**src/rtl/bkpt_pkg.sv**
```systemverilog
`timescale 1ns/1ps
// Shared encodings for the breakpoint match unit.
// Assumes at most four slots, so that slot offsets stay below the control offset.
package bkpt_pkg;
    typedef enum logic [1:0] {
        COND_EXEC  = 2'b00,
        COND_WRITE = 2'b01,
        COND_RSVD  = 2'b10,
        COND_RDWR  = 2'b11
    } cond_e;

    typedef enum logic [1:0] {
        LEN_BYTE  = 2'b00,
        LEN_HALF  = 2'b01,
        LEN_FULL  = 2'b11
    } len_e;

    typedef enum logic [1:0] {
        BUS_FETCH = 2'b00,
        BUS_RD    = 2'b01,
        BUS_WR    = 2'b10,
        BUS_NONE  = 2'b11
    } bus_kind_e;

    localparam logic [2:0] OFF_CTRL   = 3'd4;
    localparam logic [2:0] OFF_STATUS = 3'd5;
    localparam int unsigned CTRL_FIELD_BASE   = 8;
    localparam int unsigned CTRL_FIELD_STRIDE = 4;
endpackage

```
**src/rtl/bkpt_slot_cmp.sv**
```systemverilog
`timescale 1ns/1ps
// One address comparator for a single slot.
// Execute matches need an exact byte address on a fetch. Data matches compare
// the 4-byte word address and test the byte enables against the slot region.
// Purely combinational. Assumes AW >= 3.
module bkpt_slot_cmp
    import bkpt_pkg::*;
#(
    parameter int unsigned AW = 32
) (
    input  logic          en,
    input  logic [1:0]    cond,
    input  logic [1:0]    len,
    input  logic [AW-1:0] slot_addr,
    input  logic          bus_valid,
    input  logic [1:0]    bus_kind,
    input  logic [AW-1:0] bus_addr,
    input  logic [3:0]    bus_be,
    output logic          exec_hit,
    output logic          data_hit
);
    logic [3:0] region;
    logic       same_word;
    logic       kind_ok;

    // Byte region covered by the slot inside its 4-byte word.
    always_comb begin
        case (len)
            LEN_BYTE: region = 4'b0001 << slot_addr[1:0];
            LEN_HALF: region = 4'b0011 << {slot_addr[1], 1'b0};
            default:  region = 4'b1111;
        endcase
    end

    // Does the access kind qualify for this slot's data condition?
    always_comb begin
        kind_ok = 1'b0;
        if (bus_kind == BUS_WR)
            kind_ok = (cond == COND_WRITE) || (cond == COND_RDWR);
        else if (bus_kind == BUS_RD)
            kind_ok = (cond == COND_RDWR);
    end

    assign same_word = (bus_addr[AW-1:2] == slot_addr[AW-1:2]);
    assign exec_hit  = en && bus_valid && (cond == COND_EXEC)
                       && (bus_kind == BUS_FETCH) && (bus_addr == slot_addr);
    assign data_hit  = en && bus_valid && kind_ok && same_word
                       && (|(bus_be & region));
endmodule

```
**src/rtl/bkpt_regs.sv**
```systemverilog
`timescale 1ns/1ps
// Register file: slot addresses, control word, sticky status word.
// Assumes AW <= DW and NS <= 4.
// Writes are dropped while the guard is armed. A blocked write raises
// guard_fault and disarms the guard.
// Status bit layout: [NS-1:0] slots, NS step, NS+1 task, NS+2 guard.
module bkpt_regs
    import bkpt_pkg::*;
#(
    parameter int unsigned AW = 32,
    parameter int unsigned DW = 32,
    parameter int unsigned NS = 4,
    localparam int unsigned SW = NS + 3
) (
    input  logic                   clk,
    input  logic                   rst_n,
    input  logic                   reg_valid,
    input  logic                   reg_write,
    input  logic [2:0]             reg_addr,
    input  logic [DW-1:0]          reg_wdata,
    output logic [DW-1:0]          reg_rdata,
    input  logic [SW-2:0]          status_set,
    output logic [NS-1:0][AW-1:0]  slot_addr,
    output logic [NS-1:0]          slot_en,
    output logic [NS-1:0][1:0]     slot_cond,
    output logic [NS-1:0][1:0]     slot_len,
    output logic                   guard_fault
);
    logic          guard_en;
    logic [SW-1:0] status;
    logic [SW-1:0] clr_mask;
    logic          wr_ok;
    logic [DW-1:0] ctrl_rd;
    logic          unused_wdata_bits;

    assign unused_wdata_bits = ^reg_wdata;
    assign guard_fault = reg_valid && reg_write && guard_en;
    assign wr_ok       = reg_valid && reg_write && !guard_en;
    assign clr_mask    = (wr_ok && reg_addr == OFF_STATUS) ? reg_wdata[SW-1:0] : '0;

    // Register state update: writes, guard disarm, sticky status.
    always_ff @(posedge clk) begin
        if (!rst_n) begin
            slot_addr <= '0;
            slot_en   <= '0;
            slot_cond <= '0;
            slot_len  <= '0;
            guard_en  <= 1'b0;
            status    <= '0;
        end else begin
            if (wr_ok) begin
                for (int i = 0; i < NS; i++)
                    if (reg_addr == 3'(i)) slot_addr[i] <= reg_wdata[AW-1:0];
                if (reg_addr == OFF_CTRL) begin
                    slot_en  <= reg_wdata[NS-1:0];
                    guard_en <= reg_wdata[NS];
                    for (int i = 0; i < NS; i++) begin
                        slot_cond[i] <= reg_wdata[CTRL_FIELD_BASE + CTRL_FIELD_STRIDE*i +: 2];
                        slot_len[i]  <= reg_wdata[CTRL_FIELD_BASE + CTRL_FIELD_STRIDE*i + 2 +: 2];
                    end
                end
            end
            if (guard_fault) guard_en <= 1'b0;
            status <= (status & ~clr_mask) | {guard_fault, status_set};
        end
    end

    // Control word view for readback.
    always_comb begin
        ctrl_rd = '0;
        ctrl_rd[NS-1:0] = slot_en;
        ctrl_rd[NS]     = guard_en;
        for (int i = 0; i < NS; i++) begin
            ctrl_rd[CTRL_FIELD_BASE + CTRL_FIELD_STRIDE*i +: 2]     = slot_cond[i];
            ctrl_rd[CTRL_FIELD_BASE + CTRL_FIELD_STRIDE*i + 2 +: 2] = slot_len[i];
        end
    end

    // Same-cycle read mux.
    always_comb begin
        reg_rdata = '0;
        if (reg_valid && !reg_write) begin
            for (int i = 0; i < NS; i++)
                if (reg_addr == 3'(i)) reg_rdata = DW'(slot_addr[i]);
            if (reg_addr == OFF_CTRL)   reg_rdata = ctrl_rd;
            if (reg_addr == OFF_STATUS) reg_rdata = DW'(status);
        end
    end

    // a guarded write leaves the addresses intact, disarms the guard and logs the cause.
    assert_guard_blocks_write_R12: assert property (@(posedge clk) disable iff (!rst_n)
        guard_fault |=> (!guard_en && status[NS+2] && slot_addr == $past(slot_addr)));

    // bits not being cleared stay set.
    assert_status_sticky_R13: assert property (@(posedge clk) disable iff (!rst_n)
        ((status & $past(status & ~clr_mask)) == $past(status & ~clr_mask)));

    // every requested cause lands in the status word on the next edge.
    assert_causes_recorded_R9: assert property (@(posedge clk) disable iff (!rst_n)
        ((status[SW-2:0] & $past(status_set)) == $past(status_set)));
endmodule

```
**src/rtl/bkpt_match_unit.sv**
```systemverilog
`timescale 1ns/1ps
// Breakpoint match unit top.
// Holds NS slot comparators and the register file, and produces the two request types:
//   - fault, same cycle: execute match or guarded write;
//   - trap, one cycle later: data match, single step, task trap.
// Assumes the fetch address is the first byte of the instruction.
module bkpt_match_unit
    import bkpt_pkg::*;
#(
    parameter int unsigned AW = 32,
    parameter int unsigned DW = 32,
    parameter int unsigned NS = 4
) (
    input  logic          clk,
    input  logic          rst_n,
    input  logic          reg_valid,
    input  logic          reg_write,
    input  logic [2:0]    reg_addr,
    input  logic [DW-1:0] reg_wdata,
    output logic [DW-1:0] reg_rdata,
    input  logic          bus_valid,
    input  logic [1:0]    bus_kind,
    input  logic [AW-1:0] bus_addr,
    input  logic [3:0]    bus_be,
    input  logic          resume_flag,
    input  logic          step_flag,
    input  logic          retire_valid,
    input  logic          task_switch,
    input  logic          task_trap,
    output logic          dbg_fault,
    output logic          dbg_trap
);
    logic [NS-1:0][AW-1:0] slot_addr;
    logic [NS-1:0]         slot_en;
    logic [NS-1:0][1:0]    slot_cond;
    logic [NS-1:0][1:0]    slot_len;
    logic [NS-1:0]         exec_hits;
    logic [NS-1:0]         data_hits;
    logic [NS-1:0]         exec_fire;
    logic                  guard_fault;
    logic                  step_ev;
    logic                  task_ev;
    logic                  trap_q;

    bkpt_regs #(.AW(AW), .DW(DW), .NS(NS)) u_regs (
        .clk         (clk),
        .rst_n       (rst_n),
        .reg_valid   (reg_valid),
        .reg_write   (reg_write),
        .reg_addr    (reg_addr),
        .reg_wdata   (reg_wdata),
        .reg_rdata   (reg_rdata),
        .status_set  ({task_ev, step_ev, exec_fire | data_hits}),
        .slot_addr   (slot_addr),
        .slot_en     (slot_en),
        .slot_cond   (slot_cond),
        .slot_len    (slot_len),
        .guard_fault (guard_fault)
    );

    for (genvar g = 0; g < NS; g++) begin : g_slot
        bkpt_slot_cmp #(.AW(AW)) u_cmp (
            .en        (slot_en[g]),
            .cond      (slot_cond[g]),
            .len       (slot_len[g]),
            .slot_addr (slot_addr[g]),
            .bus_valid (bus_valid),
            .bus_kind  (bus_kind),
            .bus_addr  (bus_addr),
            .bus_be    (bus_be),
            .exec_hit  (exec_hits[g]),
            .data_hit  (data_hits[g])
        );
    end

    assign exec_fire = resume_flag ? '0 : exec_hits;
    assign step_ev   = retire_valid && step_flag;
    assign task_ev   = task_switch && task_trap;
    assign dbg_fault = (|exec_fire) || guard_fault;
    assign dbg_trap  = trap_q;

    // Trap-style request, one cycle after the cause.
    always_ff @(posedge clk) begin
        if (!rst_n) trap_q <= 1'b0;
        else        trap_q <= (|data_hits) || step_ev || task_ev;
    end

    // a fault needs an unmasked fetch or a register write.
    assert_fault_source_R3: assert property (@(posedge clk) disable iff (!rst_n)
        dbg_fault |-> ((bus_valid && bus_kind == BUS_FETCH && !resume_flag)
                       || (reg_valid && reg_write)));

    // resume masks every execute fault.
    assert_resume_masks_R4: assert property (@(posedge clk) disable iff (!rst_n)
        (resume_flag && !(reg_valid && reg_write)) |-> !dbg_fault);

    // a trap follows a data access, a retired step or a task trap.
    assert_trap_cause_R10: assert property (@(posedge clk) disable iff (!rst_n)
        dbg_trap |-> $past((bus_valid && (bus_kind == BUS_RD || bus_kind == BUS_WR))
                           || (retire_valid && step_flag) || (task_switch && task_trap)));
endmodule

```
**config.mk**
```make
export PLATFORM = sky130hd
export DESIGN_NAME = bkpt_match_unit
export DESIGN_NICKNAME = d
export VERILOG_FILES = /design/src/rtl/bkpt_pkg.sv /design/src/rtl/bkpt_slot_cmp.sv /design/src/rtl/bkpt_regs.sv /design/src/rtl/bkpt_match_unit.sv
export SDC_FILE = /design/constraint.sdc
export NUM_CORES = 1
export LEC_CHECK = 0
export ABC_AREA = 0
export BUFFER_PORTS_ARGS = -buffer_cell sky130_fd_sc_hd__buf_4
export CAP_MARGIN = 0
export CORE_MARGIN = 2
export CORE_UTILIZATION = 63
export CTS_BUF_LIST = sky130_fd_sc_hd__clkbuf_8 sky130_fd_sc_hd__clkbuf_16
export DETAILED_ROUTE_END_ITERATION = 7
export GPL_ROUTABILITY_DRIVEN = 0
export HOLD_SLACK_MARGIN = 0.05
export PLACE_DENSITY = 0.86
export SLEW_MARGIN = 20
export SYNTH_ARGS = -nofsm -noshare
export SYNTH_HDL_FRONTEND = slang
export SYNTH_SLANG_ARGS = --single-unit
```
**constraint.sdc**
```tcl
create_clock -name clk -period 3 [get_ports clk]
set_input_delay 0.15 -clock clk [delete_from_list [all_inputs] [get_ports clk]]
set_output_delay 0.15 -clock clk [all_outputs]
set_load 0.02 [all_outputs]
```
Word-level counts from Yosys, hierarchy flattened:

Index checks and enable logic that the tools add are counted.

* equality and inequality tests: 27
* reductions and logical operators: 66
* shifts and indexed selects: 8
* mux-type cells: 21
* bitwise logic cells: 9

Operators with widths (number)
* 32-bit 2-to-1 mux: 7
* 32-bit == test: 4
* 30-bit == test: 4
* 1-bit logical AND: 35
* 4-bit case mux with 2 select lines: 4
* 4-bit OR reduction: 6
* 2-bit by 1-bit == test with 1-bit output (second input constant): 9
* 2-bit logical NOT: 9
* 4-bit AND: 4
* 1-bit by 2-bit << shifter with 4-bit output (first input constant): 4
* 2-bit by 2-bit << shifter with 4-bit output (first input constant): 4
* 2-bit == test (second input constant): 5
* 2-bit AND reduction: 5
* 1-bit 2-to-1 mux: 8
* 7-bit AND: 1
* 1-bit logical OR: 7
* 7-bit 2-to-1 mux: 1
* 7-bit NOT: 1
* 7-bit bitwise OR: 1
* 3-bit by 2-bit == test with 1-bit output (second input constant): 2
* 3-bit == test (second input constant): 2
* 4-bit 2-to-1 mux: 1
* 4-bit bitwise OR: 1
* 3-bit by 1-bit == test with 1-bit output (second input constant): 1
* 4 further kinds: 5

* register bits: 157

Depth between registers and ports, before layout:

Gate-level depths: netlist of run 1.

* depth in word-level cells: 9
* mapped depth: 8

Cells and area by module:

Synthesis of run 1 repeated with hierarchy kept, for this count alone.

* cells, all modules: 1164
* area, all modules: 9744.3 sq um

By module, submodules not included
* bkpt_regs: area each 7800.0 sq um, times used 1, cells an instance 924
* bkpt_slot_cmp: area each 461.7 sq um, times used 4, cells an instance 57
* bkpt_match_unit: area each 97.6 sq um, times used 1, cells an instance 12

Worst setup path before layout of run 1:

OpenSTA, ideal clock, no wires.

* path type: in2out
* from: in reg_addr[2]
* to: out reg_rdata[6]
* required time: 2850 ps
* buffers on the path: 2
* data arrival time: 1975 ps
* slack: 875 ps
* stages on the path: 5
* path through: buf_2 -> inv_1 -> clkbuf_1 -> o21ai_0 -> a2111oi_0

* word-level cells in the longest chain between the ends: 8
* elaborated cells between the ends (all ways): 13
* classes of those cells: 5 x eq/ne; 7 x mux; 1 x reduce/logical

RTL lines
* from (decl): RTL line bkpt_match_unit.sv:18 `input logic [2:0] reg_addr,`
* 3-bit logical NOT: RTL line bkpt_regs.sv:84 `if (reg_addr == 3'(i)) reg_rdata = DW'(slot_addr[i]);`
* 32-bit 2-to-1 mux (4 in series): RTL line bkpt_regs.sv:84
* 32-bit 2-to-1 mux: RTL line bkpt_regs.sv:85 `if (reg_addr == OFF_CTRL) reg_rdata = ctrl_rd;`
* 32-bit 2-to-1 mux (*): RTL line bkpt_regs.sv:86 `if (reg_addr == OFF_STATUS) reg_rdata = DW'(status);`
* 32-bit 2-to-1 mux (*): RTL line bkpt_regs.sv:82 `if (reg_valid && !reg_write) begin`
* to (decl): RTL line bkpt_match_unit.sv:20 `output logic [DW-1:0] reg_rdata,`

Mark *: on every way between the ends. The rest lies on a longest branch, timed or not.

Worst setup path in the final report of run 1:

* from: reg u_regs.slot_addr[42] in the netlist's numbering
* to: out dbg_fault

* word-level cells in the longest chain between the ends: 5

RTL lines
* from (decl): RTL line bkpt_regs.sv:23 `output logic [NS-1:0][AW-1:0] slot_addr,`
* from (signal, indexed assignment): RTL line bkpt_regs.sv:53 `if (reg_addr == 3'(i)) slot_addr[i] <= reg_wdata[AW-1:0];`
* 32-bit == test: RTL line bkpt_slot_cmp.sv:46 `&& (bus_kind == BUS_FETCH) && (bus_addr == slot_addr);`
* 1-bit logical AND: RTL line bkpt_slot_cmp.sv:46
* 4-bit 2-to-1 mux: RTL line bkpt_match_unit.sv:76 `assign exec_fire = resume_flag ? '0 : exec_hits;`
* 4-bit OR reduction: RTL line bkpt_match_unit.sv:79 `assign dbg_fault = (|exec_fire) || guard_fault;`
* 1-bit logical OR: RTL line bkpt_match_unit.sv:79
* to (decl): RTL line bkpt_match_unit.sv:30 `output logic dbg_fault,`

Every way passes these cells.

==> flow_summary.yaml, run 1 <==
cts:
  cts_made_buffers: 17
  postCtsSetupBuffers: 0
  ctsHtreeMaxLevel: 4
  cts_tree: "done"
  numClockSinks: 157
  clock_latency_ps: 440
  clockBufferDepth: 2
  clk_pin_slew_ps: 60
  cts_root_buf: "clkbuf_16"
  post_cts_resized: 0
  hold_buffers: 36
drt:
  dr.first_iter.drc_count: 1659
  routed_wirelength_um: 32330
  vias: 9431
  ant_nets: 0
  drt-pass1-iter-count: 8
  drc: 0
  vias_per_cell: 6.540
  wl_per_cell_um: 22.42
worst_setup_path:
  cp.depth: 6
  worst_r2r_endpoint: "u_regs.status[5]$_SDFF_PN0_"
  critical_path_required_ps: 2850
  worstPathArrival_ps: 2810
  reg2reg_from: "u_regs.guard_en$_SDFFE_PP0P_"
  cpPeakStageDelay_ps: 660
  slowest_stage: "nor4_1"
  worstSetupPathType: "flop to output port"
  crit_buf_inv: 1
  r2r_cells: 7
  crit_chain: "xor2_1 -> nor4_1 -> nand4_1 -> or4_4 -> nand4bb_1 -> buf_4"
  cp_top_family: "simple AND/OR/NAND/NOR gates"
  rrSetupSlack_ps: 740
  cp_max_fo: 3
  critical_path.startpoint_type: "flop"
  critPathCaptureType: "output port"
power_and_ir_drop:
  clockPowerShare_pct: 44.8
  ir_drop_mv: 0.4532
  finalPower_mw: 5.037
  leakagePower_nw: 4.005
  power.share.switching_pct: 26.49
  power.internal_mw: 3.702
  combinationalPowerShare_pct: 12.7
  seqPwrFrac_pct: 42.5
  p_sw_mw: 1.334
  pwr_density_cell_mw_per_mm2: 461.2
hold_path:
  holdPathStages: 4
  min_from: "reg_valid"
  min_to: "u_regs.guard_en$_SDFFE_PP0P_"
  hold_path_class: "input pin to flop"
finish:
  most-common-layout-cells: "nand2_1, dfxtp_1, buf_4"
  final_common_cell: "nand2_1"
  fillCellCount: 942
  nNetsFinal: 1332
  area_growth_pct: 21.92
  drive_gt1_share_pct: 15.45
  diodes: 0
  final_util_pct: 78.67
timing:
  finalSetupViolations: 0
  hold_viol_final: 0
  tns_ps: 0
  worst_slack_ps: 44.34
  fin_crit_sh_pct: 98.52
  period_minus_slack_ps: 2956
  final_max_slew_viol_count: 0
  fmax_mhz: 338.3
  rsz0062_at_grt: "no"
  max_slew_margin_pct: 39.25
  clock-skew-final_ps: 8.959
  worst_slew_pin_slew_ps: 911.3
global_routing:
  grt_max_degree: 102
  antenna_found_initial: 0
  grt_usage_pct: 43.39
  first_global_vias: 8804
  grt_overflow_total: 0
  grt_pass1_wl_um: 49270
synth:
  yosysUniqueCellTypes: 46
  netlist_area_mm2: 0.008957
  seq_area_frac_synth_pct: 35.09
  syn_avg_cell_area_um2: 7.913
  syn_inst: 1132
  synth-seq-cells: 157
  syn_nets: 1215
  yosysWarnings: 0
placement:
  pre_cts_ws_ps: 638.5
  place_hpwl_um: 21890
  portBuffers: 116
die:
  initial_utilization_pct: 64.53
  fp.coreArea_mm2: 0.01388
  row_count: 43
  fp.dieH_um: 123.2
  die_width_um: 123.2
  dieArea_mm2: 0.01519
  io_pins: 117
status:
  status: "finished clean"
run:
  maxCapViolCount: 0
-- synth_stat cells, drive strengths merged --
library cell / number / area, um2
or4: 8 / 75.07
dfxtp: 157 / 3143
clkbuf: 63 / 237.7
nor2: 37 / 138.9
a222oi: 2 / 20.02
o31ai: 2 / 15.01
a2111oi: 2 / 17.52
a211oi: 6 / 45.04
o21ai: 29 / 145.1
a221oi: 16 / 140.1
nand2: 339 / 1272
nand2b: 2 / 12.51
xnor2: 47 / 434.2
nand3: 3 / 15.01
nor2b: 7 / 43.79
mux2: 2 / 22.52
a21o: 1 / 7.510
o211ai: 1 / 7.510
nor3: 25 / 125.1
o22ai: 4 / 25.02
a21oi: 10 / 50.05
o31a: 4 / 36.29
xor2: 81 / 709.4
o41a: 1 / 11.26
nand4bb: 1 / 11.26
a22oi: 13 / 97.59
o2111ai: 3 / 26.28
buf: 13 / 81.33
or2: 1 / 6.260
inv: 9 / 33.78
nor4: 22 / 156.4
a21boi: 153 / 1156
mux2i: 40 / 400.4
mux4: 3 / 67.56
nand3b: 5 / 37.54
a21bo: 2 / 20.02
nand4: 18 / 112.6
-- worst reg2reg max path: stages (launching register included) --
cell and delay [ps]:
dfxtp_1 340, nand3b_1 160, buf_4 180, nor4_2 610
nand2_1 110, a22oi_1 150, dlygate4sd3_1 570, nor2b_1 40
-- per-stage QoR --
step / std cells / hold slack [ps] / instance area (um2)
floorplan: 1132 / 284.8 / 8957
global placement: 1374 / 424.7 / 9951
detailed placement: 1374 / 426.3 / 9951
CTS: 1442 / 114.6 / 10920
global route: 1442 / 134.1 / 10920
finish: 1442 / 120.0 / 10920
-- cells by family (layout without fill, tap and decap cells) --
kind of cell | Yosys count | in the layout | share of synthesized area (%)
AO/OA/AOI/OAI | 249 | 249 | 20.32
XOR/XNOR | 128 | 128 | 12.77
buffers and inverters | 85 | 215 | 3.939
flip-flops | 157 | 157 | 35.09
multiplexers | 45 | 45 | 5.476
AND/OR/NAND/NOR | 468 | 468 | 22.41
-- per-layer routing --
layer | share of wire, % | GRT usage, %
met1 | 37 | 55.77
met2 | 43 | 65.32
met4 | 6.8 | 25.21
met5 | 0 | 0
met3 | 13 | 11.90
-- sequential cells by signal, indices dropped and copies added, names as in the netlist --
register and cells:
u_regs.guard_en 1, u_regs.status 7, u_regs.slot_len 8, u_regs.slot_en 4
u_regs.slot_cond 8, dbg_trap 1, u_regs.slot_addr 128
-- power groups by stage --
stage                     combinational (mW)  clock (mW)  sequential [mW]
after global placement                 0.559           0             2.19
after floorplan                        0.290           0             2.18
final                                  0.639        2.26             2.14
after CTS                              0.609        2.24             2.14
after detailed placement               0.564           0             2.19
after global routing                   0.660        2.33             2.14
-- layout make-up --
cell class	instances	area [um2]	area share (%)
clock buffers	18	439.2	4.022
clock inverters	14	170.2	1.558
inverters	9	33.78	0.3093
multi-input cells	890	5500	50.37
flip-flops and latches	157	3143	28.78
well taps	180	225.2	2.062
repair buffers	174	1409	12.90
-- worst max path at each step --
stage,startpoint,to
final,u_regs.slot_addr[42]$_SDFFE_PN0P_,dbg_fault
after CTS,u_regs.slot_addr[36]$_SDFFE_PN0P_,dbg_fault
after global routing,u_regs.slot_addr[42]$_SDFFE_PN0P_,dbg_fault
after global placement,reg_addr[1],u_regs.slot_en[3]$_SDFFE_PN0P_
after detailed placement,reg_addr[1],u_regs.slot_cond[1]$_SDFFE_PN0P_
after floorplan,reg_addr[2],reg_rdata[6]
Power figures use the tool's default switching activity.
==> inputs of run 2 (changes only) <==
--- a/config.mk
+++ b/config.mk
@@ -15,6 +15,7 @@
 export GPL_ROUTABILITY_DRIVEN = 0
 export HOLD_SLACK_MARGIN = 0.05
 export PLACE_DENSITY = 0.86
+export REMOVE_ABC_BUFFERS = 1
 export SLEW_MARGIN = 20
 export SYNTH_ARGS = -nofsm -noshare
 export SYNTH_HDL_FRONTEND = slang
==> run 2 against run 1 <==
Effect of this change: critical path depth did not move; final cell count is 0.28% higher; clock skew shrank 1.2 ps; die area did not move; flip-flop and latch count unchanged; utilization grew 0.31 points; via count down 0.71%; wire length shrank 0.62%; hold slack improved by 14 ps; global-route usage is 0.78 points lower; highest routed layer unchanged.
==> flow_summary.yaml, run 2 (synthesis results as in run 1) <==
timing:
  clock-skew-final_ps: 7.740
  fmax_mhz: 348.9
  worst_slew_pin_slew_ps: 802.4
  hold_slack_ps: 133.8
  final_max_slew_viol_count: 0
  tns_ps: 0
  fin_crit_sh_pct: 95.54
  rsz0062_at_grt: "no"
  period_minus_slack_ps: 2866
  hold_viol_final: 0
  max_slew_margin_pct: 46.02
  finalSetupViolations: 0
power_and_ir_drop:
  finalPower_mw: 4.996
  seqPwrFrac_pct: 42.9
  power.internal_mw: 3.672
  power.share.switching_pct: 26.51
  ir_drop_mv: 0.4073
  clockPowerShare_pct: 44.3
  combinationalPowerShare_pct: 12.8
  pwr_density_cell_mw_per_mm2: 455.7
  leakagePower_nw: 4.037
  p_sw_mw: 1.324
placement:
  portBuffers: 116
  place_hpwl_um: 21080
cts:
  clockBufferDepth: 2
  ctsHtreeMaxLevel: 4
  postCtsSetupBuffers: 0
  clock_latency_ps: 440
  clk_pin_slew_ps: 60
  cts_made_buffers: 17
  cts_tree: "done"
  cts_root_buf: "clkbuf_16"
  numClockSinks: 157
finish:
  register_area_mm2: 0.003143
  area_growth_pct: 22.39
  final_util_pct: 78.98
  reg_top3: "u_regs.slot_addr (128), u_regs.slot_cond (8), u_regs.slot_len (8)"
  largest-register: "u_regs.slot_addr"
  nNetsFinal: 1336
  multi_input_area_mm2: 0.005508
  fillCellCount: 986
  largest_reg_flops: 128
  diodes: 0
  final_common_cell: "nand2_1"
  most-common-layout-cells: "nand2_1, dfxtp_1, buf_4"
  drive_gt1_share_pct: 15.88
die:
  fp.dieH_um: 123.2
  io_pins: 117
  die_width_um: 123.2
  dieArea_mm2: 0.01519
  fp.coreArea_mm2: 0.01388
  row_count: 43
  initial_utilization_pct: 64.53
worst_setup_path:
  worstPathArrival_ps: 2720
  worstSetupPathType: "flop to output port"
  cp_max_fo: 3
  critical_path.startpoint_type: "flop"
  critical_path_required_ps: 2850
  critPathCaptureType: "output port"
global_routing:
  antenna_found_initial: 0
  grt_overflow_total: 0
  grt_max_degree: 83
  first_global_vias: 8660
  grt_usage_pct: 42.61
  grt_pass1_wl_um: 48470
run:
  maxCapViolCount: 0
status:
  status: "finished clean"
drt:
  routed_wirelength_um: 32130
  dr.first_iter.drc_count: 1405
  drc: 0
  vias: 9364
  drt-pass1-iter-count: 6
  vias_per_cell: 6.476
  ant_nets: 0
  wl_per_cell_um: 22.22
hold_path:
  hold_path_class: "input pin to flop"
## run 2: cell count changes in the layout (fill, tap and decap cells not counted), sizes merged
| cell | delta |
|---|---|
| buf | +4 |
| bufinv | -1 |
| clkbuf | +2 |
| clkinv | +1 |
| clkinvlp | -2 |
## run 2: final timing paths
check                                                       end                               from  cells past startpoint  slack [ps]
worst max-delay path                                  dbg_fault  u_regs.slot_addr[36]$_SDFFE_PN0P_                      6         130
worst min-delay path                u_regs.status[6]$_SDFF_PN0_                          reg_write                      3         130
worst max register to register              dbg_trap$_SDFF_PN0_  u_regs.slot_addr[16]$_SDFFE_PN0P_                      5         810
worst min register to register  u_regs.slot_len[3]$_SDFFE_PN0P_    u_regs.slot_len[3]$_SDFFE_PN0P_                      2         470
## run 2: repair_timing
item / CTS / global route
hold buffers: 36 / 0
endpoints found under the setup margin: 0 / 1
hold endpoints to repair: 146 / 0
resized for setup: 0 / 1
## run 2: area by class of cell
class	count	share of cell area (%)
clock inverters	12	1.233
inverters	9	0.3081
well taps	180	2.054
clock buffers	20	4.257
flip-flops and latches	157	28.67
multi-input cells	890	50.24
repair buffers	178	13.24
## run 2: worst max-delay path, stage by stage, from the launching register on
cell and delay, ps:
dfxtp_1 340, xnor2_2 360, nand4_1 180, or4_4 580
or4_4 510, nand4bb_1 150, buf_4 160
## run 2: metrics by stage
stage / setup slack, ps / std cells / cell area, um2
after floorplan: -240.3 / 1056 / 8638
after detailed placement: 573.0 / 1378 / 9993
after global routing: 85.45 / 1446 / 10960
after global placement: 571.9 / 1378 / 9993
final: 133.9 / 1446 / 10960
after CTS: 107.6 / 1446 / 10960
## run 2: metal layers
layer | GRT usage [%] | vias to the layer above | wire length, um
met2 | 64.08 | 815 | 13830
met5 | 0 | - | 0
li1 | - | 4100 | -
met3 | 11.58 | 181 | 4567
met4 | 24.15 | 0 | 2066
met1 | 55.08 | 4268 | 11670
## run 2: power groups by stage
| stage | logic, mW | clock network [mW] | registers (mW) |
|---|---|---|---|
| floorplan | 0.234 | 0 | 2.18 |
| global placement | 0.565 | 0 | 2.19 |
| detailed placement | 0.569 | 0 | 2.19 |
| CTS | 0.613 | 2.20 | 2.14 |
| global route | 0.662 | 2.31 | 2.14 |
| finish | 0.642 | 2.21 | 2.14 |
